**src/rtl/adc_sdo_engine.sv**
```systemverilog
module adc_sdo_engine #(
  parameter int DATA_W   = 16,
  parameter int CONV_MIN = 20,
  parameter int CONV_MAX = 40,
  parameter int IRQ_LOW  = 2
) (
  input  logic              clk,
  input  logic              rst_n,
  input  logic              cnv,
  input  logic              sck,
  input  logic              sdi,
  input  logic [DATA_W-1:0] sample_in,
  output logic              sdo,
  output logic              sdo_oe
);
  localparam int CW = $clog2(CONV_MAX + 1);
  localparam int BW = $clog2(DATA_W + 2);
  localparam int IW = $clog2(IRQ_LOW + 1);

  typedef enum logic [1:0] {S_IDLE = 2'd0, S_CONV = 2'd1, S_IRQ = 2'd2, S_READ = 2'd3} st_t;

  st_t st;
  logic [2:0] cnv_q, sck_q;
  logic [CW-1:0] conv_cnt;
  logic [IW-1:0] irq_cnt;
  logic [BW-1:0] fall_cnt;
  logic [DATA_W-1:0] shreg;
  logic late;

  always_ff @(posedge clk or negedge rst_n) begin
    if (!rst_n) begin
      cnv_q <= '0;
      sck_q <= '0;
    end else begin
      cnv_q <= {cnv_q[1:0], cnv};
      sck_q <= {sck_q[1:0], sck};
    end
  end

  wire cnv_s    = cnv_q[1];
  wire cnv_rise = cnv_q[1] & ~cnv_q[2];
  wire sck_fall = ~sck_q[1] & sck_q[2];
  wire start    = cnv_rise & sdi;
  wire late_nxt = late | (cnv_s & (conv_cnt >= CW'(CONV_MIN)));

  always_ff @(posedge clk or negedge rst_n) begin
    if (!rst_n) begin
      st       <= S_IDLE;
      conv_cnt <= '0;
      irq_cnt  <= '0;
      fall_cnt <= '0;
      shreg    <= '0;
      late     <= 1'b0;
    end else begin
      case (st)
        S_IDLE: if (start) begin
          st       <= S_CONV;
          conv_cnt <= '0;
          late     <= 1'b0;
        end
        S_CONV: begin
          conv_cnt <= conv_cnt + 1'b1;
          late     <= late_nxt;
          if (conv_cnt == CW'(CONV_MAX - 1)) begin
            shreg   <= sample_in;
            irq_cnt <= '0;
            st      <= late_nxt ? S_IDLE : S_IRQ;
          end
        end
        S_IRQ: begin
          if (cnv_s) begin
            st       <= start ? S_CONV : S_IDLE;
            conv_cnt <= '0;
            late     <= 1'b0;
          end else begin
            irq_cnt <= irq_cnt + 1'b1;
            if (irq_cnt == IW'(IRQ_LOW - 1)) begin
              st       <= S_READ;
              fall_cnt <= '0;
            end
          end
        end
        S_READ: begin
          if (cnv_s) begin
            st       <= start ? S_CONV : S_IDLE;
            conv_cnt <= '0;
            late     <= 1'b0;
          end else if (sck_fall) begin
            fall_cnt <= fall_cnt + 1'b1;
            if (fall_cnt == BW'(DATA_W)) st <= S_IDLE;
            else shreg <= {shreg[DATA_W-2:0], 1'b0};
          end
        end
        default: st <= S_IDLE;
      endcase
    end
  end

  assign sdo_oe = (st == S_IRQ) | (st == S_READ);
  assign sdo    = (st == S_READ) & shreg[DATA_W-1];
endmodule

```
**config.mk**
```make
export PLATFORM = sky130hd
export DESIGN_NAME = adc_sdo_engine
export DESIGN_NICKNAME = d
export VERILOG_FILES = /design/src/rtl/adc_sdo_engine.sv
export SDC_FILE = /design/constraint.sdc
export NUM_CORES = 1
export LEC_CHECK = 0
export CORE_MARGIN = 2
export CORE_UTILIZATION = 44
export CTS_BUF_LIST = sky130_fd_sc_hd__clkbuf_4
export CTS_CLUSTER_DIAMETER = 30
export DETAILED_ROUTE_END_ITERATION = 10
export PLACE_DENSITY = 0.75
export SLEW_MARGIN = 0
export SYNTH_ARGS = -nofsm -noshare
export SYNTH_HDL_FRONTEND = slang
export SYNTH_SLANG_ARGS = --single-unit
export TNS_END_PERCENT = 50
```
**constraint.sdc**
```tcl
create_clock -name clk -period 5.4 [get_ports clk]
set_clock_uncertainty 0.1 [all_clocks]
set_input_delay 1.35 -clock clk [delete_from_list [all_inputs] [get_ports clk]]
set_output_delay 1.35 -clock clk [all_outputs]
set_load 0.02 [all_outputs]
```
Yosys cells after proc, flatten, opt, wreduce, memory -nomap -nowiden

Cells that the tools add are included.

Flip-flop bits (word level): 38
Input port bits: 21
Output and inout port bits: 2
Logic and storage cells: 77

$add $sub $neg: 3
Magnitude comparators: 1
Equal/unequal tests: 17
Multiplexer cells: 29
Bitwise gates (word level): 9
Reduce and logical (&&, ||, !) cells: 10

Operators by type and width:

| kind                                                | count |
|---|---|
| two-way mux 16 bit                                  | 4 |
| one-hot mux 16 bit (2 select lines)                 | 1 |
| two-way mux 2 bit                                   | 10 |
| two-way mux 5 bit                                   | 4 |
| one-hot mux 6 bit (3 select lines)                  | 1 |
| AND reduction 5 bit                                 | 3 |
| != test 2 bit, second input constant                | 7 |
| two-way mux 6 bit                                   | 2 |
| one-hot mux 5 bit (2 select lines)                  | 1 |
| != test 3 bit, second input constant                | 3 |
| one-hot mux 2 bit (4 select lines)                  | 1 |
| adder 6 x 1 -> 6 bit, second input constant         | 1 |
| == test 6 bit, second input constant                | 1 |
| >= comparator 6 x 5 -> 1 bit, second input constant | 1 |
| nonzero test 2 bit                                  | 3 |
| adder 5 x 1 -> 5 bit, second input constant         | 1 |
| AND 1 bit                                           | 5 |
| == test 5 bit, second input constant                | 1 |
| == test 2 x 1 -> 1 bit, second input constant       | 2 |
| == test 2 bit, second input constant                | 2 |
| one-hot mux 2 bit (2 select lines)                  | 1 |
| two-way mux 1 bit                                   | 3 |
| one-hot mux 1 bit (3 select lines)                  | 1 |
| AND reduction 3 bit                                 | 1 |
| 7 further kinds                                     | 9 |

Longest topological paths before layout

Gate-level depths: netlist of run 1.

Depth in word-level cells: 6
Gate-level depth with buffers: 7

Worst setup path after synthesis of run 1

Ideal clock, no wire load.

Path type: register to output
Start: register st[1]
End: output port sdo
Data arrival time: 1.194 ns
Required time: 3.950 ns
Slack: 2.756 ns
Cell stages (with the launch flop): 5
Path through: dfrtp_1 buf_6 buf_6 clkbuf_1 and3_1

Word-level cells in the longest chain between the ends: 2

RTL lines:

| what                   | RTL line | source |
|---|---|---|
| from (decl)            | 22       | `st_t st;` |
| from (signal assigned) | 67       | `st <= late_nxt ? S_IDLE : S_IRQ;` |
| from (signal assigned) | 72       | `st <= start ? S_CONV : S_IDLE;` |
| from (signal assigned) | 85       | `st <= start ? S_CONV : S_IDLE;` |
| == test 2 bit          | 100      | `assign sdo = (st == S_READ) & shreg[DATA_W-1];` |
| AND 1 bit              | 100      |  |
| to (decl)              | 13       | `output logic sdo,` |

Every way passes these cells.

Worst setup path in the final report of run 1

Same ends and word-level chain as after synthesis.

==> results of run 1 <==
## state kept, by name, summed over array words and instances (netlist names)
name and count:
late 1, shreg 16, fall_cnt 5, cnv_q 3, sck_q 3, st 2, conv_cnt 6, irq_cnt 2
## per-stage QoR
stage / total power [mW] / util (%) / area (um^2)
floorplan: 0.338 / - / 1950
global placement: 0.363 / 50.5 / 2170
detailed placement: 0.364 / 50.5 / 2170
CTS: 0.509 / 51.7 / 2220
global route: 0.530 / 51.7 / 2220
finish: 0.500 / 51.7 / 2220
## cells in the mapped netlist, types with 2 or more instances
cell / instances
ha_1: 5
nand3_1: 3
mux2_2: 20
nor2b_1: 3
o21ai_0: 15
nor2_1: 6
mux2_4: 9
and2_1: 2
nand2_1: 12
and3_1: 2
dfrtp_1: 38
nand4_1: 3
a21oi_1: 7
a31oi_1: 2
inv_1: 6
clkbuf_1: 3
mux2i_1: 2
buf_6: 2
## area by class of cell
type	instances	area, um^2	area share, %
repair buffers	22	215	9.69
clock inverters	3	16.3	0.732
well taps	52	65.1	2.93
flip-flops and latches	38	951	42.8
clock buffers	5	37.5	1.69
multi-input cells	110	913	41.1
inverters	6	22.5	1.01
## worst max path at each step
stage	endpoint	slack (ps)	cells after the start	startpoint
finish	sdo	1680	2	st[1]
global route	sdo	1540	2	st[1]
CTS	sdo	1650	2	st[1]
detailed placement	sdo	2040	2	st[1]
global placement	sdo	2070	2	st[1]
floorplan	sdo	2760	4	st[1]
## cell families (layout without fill, tap and decap cells)
family / after synthesis / in the layout / synth area share (%)
and+or+nand+nor: 44 / 44 / 15.0
DFF: 38 / 38 / 48.9
muxes: 31 / 31 / 19.6
AOI/OAI and AO/OA: 29 / 29 / 8.68
buffers and inverters: 13 / 36 / 4.18
adders and majority gates: 5 / 5 / 3.22
xor gates and xnor gates: 1 / 1 / 0.450
## report_power, final
part	total, mW	internal, mW	leakage (nW)	switching [mW]
clock network	0.142	0.0484	0.0286	0.0935
logic	0.0497	0.0279	0.445	0.0218
registers	0.308	0.295	0.509	0.0129
total	0.500	0.371	0.983	0.128
## layout by cell type, fill, tap and decap left out, types with 2 or more instances in the layout
master,instances
mux2_4,9
mux2_2,20
a31oi_1,2
mux2i_1,2
nor2_1,6
nand3_1,3
nor2b_1,3
clkdlybuf4s50_1,21
and3_1,2
o21ai_0,15
a21oi_1,7
and2_1,2
nand4_1,3
inv_1,6
ha_1,5
nand2_1,12
dfrtp_1,38
clkbuf_4,5
## critical path, delay by kind of cell (launching register included)
family / cells / cell delay [ps]
and+or+nand+nor: 1 / 280
DFF: 1 / 1040
buffers and inverters: 1 / 600
## per-layer routing
layer / vias up / track usage, %
li1: 622 / -
met1: 609 / 20.5
met2: 27 / 22.2
met3: 5 / 4.76
met4: 0 / 5.13
met5: - / 0
==> metrics.md, run 1 <==
| Metric | Value |
|---|---|
| Hold Crit Depth | `0` |
| Cell Area, Synth | `1950 um^2` |
| GRT Util Overall | `14.9%` |
| Syn_area_per_cell | `12.1 um^2` |
| N_diodes | `0` |
| Worst Tran Pin Value | `1020 ps` |
| Synth warn | `0` |
| P&R area growth vs syn | `14.1%` |
| Ranking of synthesized cells by area | `dfrtp_1 49%, mux2_2 12%, mux2_4 6.9%` |
| Lkg Pwr | `0.983 nW` |
| Mapped Cells | `161` |
| Layout net count | `209` |
| Routability-driven placement congestion ratio | `0.810` |
| Worst hold slack | `261 ps` |
| Largest area contributor in the netlist | `dfrtp_1` |
| Startpoint Class | `flip-flop` |
| Initial antenna violation count | `0` |
| Final setup viols | `0` |
| Inst Count DP | `228` |
| Die ar. | `4970 um^2` |
| RSZ-0062 raised after global routing | `false` |
| CTS tree | `done` |
| CTS Hold Buffers Added | `0` |
| Final Hold Viols | `0` |
| Crit Path Max Fanout | `31` |
| Pre-CTS setup slack | `2040 ps` |
| Layout fillers | `380` |
| Sink Count | `38` |
| Setup bufs post-CTS | `0` |
| #FFs+latches synth | `38` |
| Worst setup margin | `1680 ps` |
| Num CTS Buffers | `5` |
| Wire per inst | `13.7 um` |
| CTS Buffer Depth | `2` |
| VDD IR max | `0.139 mV` |
| Max Slew Vio Count | `0` |
| Pwr dens | `225 nW/um^2` |
| Max_cap viols | `0` |
| Worst R2R Path Depth | `4` |
| PostCTS Resize Cnt | `0` |
| Met2 routed WL | `1530 um` |
| Status | `finished clean` |
| Die height | `70.5 um` |
| Setup slack, reg-to-reg | `3020 ps` |
| Critical path type | `flip-flop to output port` |
| # DRC | `0` |
| Hold Path End | `sck_q[1]` |
| Largest net degree at the start of global routing | `39` |
| TritonRoute pass-1 iters | `4` |
| DR iter-0 viols | `63` |
| Core area | `4290 um^2` |
| Post-synth ARST share | `100%` |
| Register area share after synthesis | `48.9%` |
| CP peak stage delay | `1040 ps` |
| Rows | `24` |
| Final TNS setup | `0 ps` |
| Overflow after GRT | `0` |
| Post-synth EDFFs | `0` |
| Top Metal Used | `met4` |
| Register clock-pin slew on the reported worst setup and hold paths | `120 ps` |
| Worst-Skew Late Latency | `350 ps` |
| Slowest CP cell | `dfrtp_1` |
| Worst EP arrival | `2270 ps` |
| Min-Delay Path Class | `flip-flop to flip-flop` |
| Crit path capture type | `output port` |
| Worst path required time | `3950 ps` |
| Post-Syn Nets | `187` |
| Final ANT Viol Nets | `0` |
| Initial Util | `45.3%` |
| Tmin final | `3720 ps` |
| Post-synth top flop | `dfrtp_1` |
| Post-route insts no fill | `236` |
| I/O pin total | `23` |
| Number of global-route vias before repair | `1254` |
| F_max | `0.269 GHz` |
| WL met3 | `152 um` |
| DR vias/cell | `5.35` |
| Root Buffer | `clkbuf_4` |
| H-tree levels | `2` |
| Share of layout cells above drive strength 1 | `23.9%` |
| First-pass GRT wire length | `5820 um` |
| Yosys top cell area share | `48.9%` |
| Tcrit/Tclk final | `68.9%` |
| IO Port Bufs | `22` |
| Die width | `70.5 um` |
| Vias | `1263` |
| Yosys cell types | `39` |
| RR Startpoint | `st[1]` |
| R2r endpoint | `shreg[2]` |
| Worst Hold Launch | `sck_q[0]` |
| M1 wire length | `1500 um` |
| Critical path cell sequence | `and3_1 > clkdlybuf4s50_1` |
| DRT Wirelength | `3230 um` |
| DP HPWL | `2230 um` |
| Max-Slew Margin vs Limit | `32.0%` |
Note: power is estimated with default switching activity, not from simulation.
==> run 2, diff against run 1 <==
==> constraint.sdc (replaced) <==
create_clock -name clk -period 3.5 [get_ports clk]
set_clock_uncertainty 0.1 [all_clocks]
set_input_delay 0.875 -clock clk [delete_from_list [all_inputs] [get_ports clk]]
set_output_delay 0.875 -clock clk [all_outputs]
set_load 0.02 [all_outputs]
==> metrics.md, run 2 (synthesis gave the netlist of run 1 again) <==
| Metric | Value |
|---|---|
| Status | `finished clean` |
| Critical Path Start | `st[0]` |
| Num CTS Buffers | `5` |
| Inst Count DP | `229` |
| Worst-Skew Late Latency | `350 ps` |
| Clock network power share | `34.1%` |
| Layout net count | `210` |
| Final setup viols | `0` |
| Max FFs per register | `16` |
| N_diodes | `0` |
| Tmin final | `2730 ps` |
| Worst Hold Launch | `cnv_q[0]` |
| Initial antenna violation count | `0` |
| CTS Buffer Depth | `2` |
| Final ANT Viol Nets | `0` |
| IO Port Bufs | `22` |
| Tcrit/Tclk final | `78.0%` |
| RR Startpoint | `st[1]` |
| Share of layout cells above drive strength 1 | `23.9%` |
| Register clock-pin slew on the reported worst setup and hold paths | `120 ps` |
| CP peak stage delay | `600 ps` |
| Overflow after GRT | `0` |
| Net Sw Power | `196 uW` |
| Sink Count | `38` |
| First-pass GRT wire length | `5800 um` |
| Commonest non-fill, non-tap cells in the layout | `38 x dfrtp_1, 21 x clkdlybuf4s50_1, 20 x mux2_2, 15 x o21ai_0, 12 x nand2_1` |
| Max-Slew Margin vs Limit | `45.1%` |
| P&R area growth vs syn | `15.4%` |
| RSZ-0062 raised after global routing | `false` |
| Sw frac | `23.4%` |
| TritonRoute pass-1 iters | `4` |
| Core Util, Final | `52.3%` |
| Die width | `70.5 um` |
| Combinational Power Share | `9.2%` |
| Slowest CP cell | `clkdlybuf4s50_1` |
| H-tree levels | `2` |
| Critical path cell sequence | `and3_1 > clkdlybuf4s50_1` |
| Worst path required time | `2520 ps` |
| Die height | `70.5 um` |
| Largest net degree at the start of global routing | `39` |
| Max Slew Vio Count | `0` |
| Root Buffer | `clkbuf_4` |
| Setup bufs post-CTS | `0` |
| Routability-driven placement congestion ratio | `0.827` |
| Max_cap viols | `0` |
| Worst Tran Pin Value | `823 ps` |
| CP Buf/Inv Count | `1` |
| Worst EP arrival | `1750 ps` |
| Biggest register | `shreg` |
| Internal Power | `643 uW` |
| DR iter-0 viols | `54` |
| Final Hold Viols | `0` |
| CTS tree | `done` |
| Crit path capture type | `output port` |
| Number of global-route vias before repair | `1244` |
| Vias | `1253` |
| Pwr dens | `373 nW/um^2` |
| Commonest non-fill, non-tap cell in the layout | `dfrtp_1` |
| Lkg Pwr | `0.998 nW` |
| Wire per inst | `13.5 um` |
| Die ar. | `4970 um^2` |
| Flop pwr share | `56.7%` |
| PostCTS Resize Cnt | `0` |
| DRT Wirelength | `3190 um` |
| Initial Util | `45.3%` |
| I/O pin total | `23` |
| Post-route insts no fill | `236` |
| Crit Path Max Fanout | `12` |
| DP HPWL | `2210 um` |
| Worst path top cell family by delay | `buffers and inverters` |
| Core area | `4290 um^2` |
| # DRC | `0` |
| Startpoint Class | `flip-flop` |
| Largest regs | `shreg (16), conv_cnt (6), fall_cnt (5)` |
| Final TNS setup | `0 ps` |
| VDD IR max | `0.184 mV` |
| Min-Delay Path Class | `flip-flop to flip-flop` |
| Critical path type | `flip-flop to output port` |
| CTS Hold Buffers Added | `0` |
| Final Power | `839 uW` |
| Rows | `24` |
| GRT Util Overall | `14.7%` |
| F_max | `0.366 GHz` |
| DR vias/cell | `5.31` |
## run 2: power by group through the flow
| stage | clock (mW) | sequential (mW) | combinational (mW) |
|---|---|---|---|
| floorplan | 0 | 0.477 | 0.0441 |
| global placement | 0 | 0.483 | 0.0771 |
| detailed placement | 0 | 0.484 | 0.0782 |
| CTS | 0.297 | 0.476 | 0.0787 |
| global route | 0.315 | 0.480 | 0.0924 |
| finish | 0.286 | 0.476 | 0.0769 |
## run 2: routing by layer
| metal | vias up | wire length [um] | GRT usage (%) | share of wire, % |
|---|---|---|---|---|
| met3 | 4 | 120 | 4.76 | 3.8 |
| met5 | - | 0 | 0 | 0 |
| met1 | 607 | 1560 | 19.9 | 49 |
| met4 | 0 | 41 | 4.49 | 1.3 |
| li1 | 620 | - | - | - |
| met2 | 22 | 1470 | 22.4 | 46 |
## run 2: through the flow
step / area (um^2) / setup WS, ps / hold slack, ps
floorplan: 1950 / 1330 / 231
global placement: 2170 / 1160 / 232
detailed placement: 2170 / 1140 / 236
CTS: 2250 / 731 / 260
global route: 2250 / 652 / 268
finish: 2250 / 770 / 260
## run 2: worst paths after layout
kind                       cells after the start     endpoint  slack, ps
max                                            2          sdo        770
min                                            0     cnv_q[1]        260
max reg2reg                                    5     shreg[5]       1330
min reg2reg                                    0     cnv_q[1]        260
max in group asynchronous                      1     shreg[2]       2270
min in group asynchronous                      1  conv_cnt[4]        510
## run 2: layout make-up
type	count	area, um^2
fillers	383	2050
flip-flops and latches	38	951
multi-input cells	110	913
repair buffers	23	223
well taps	52	65.1
clock buffers	5	37.5
clock inverters	2	33.8
inverters	6	22.5
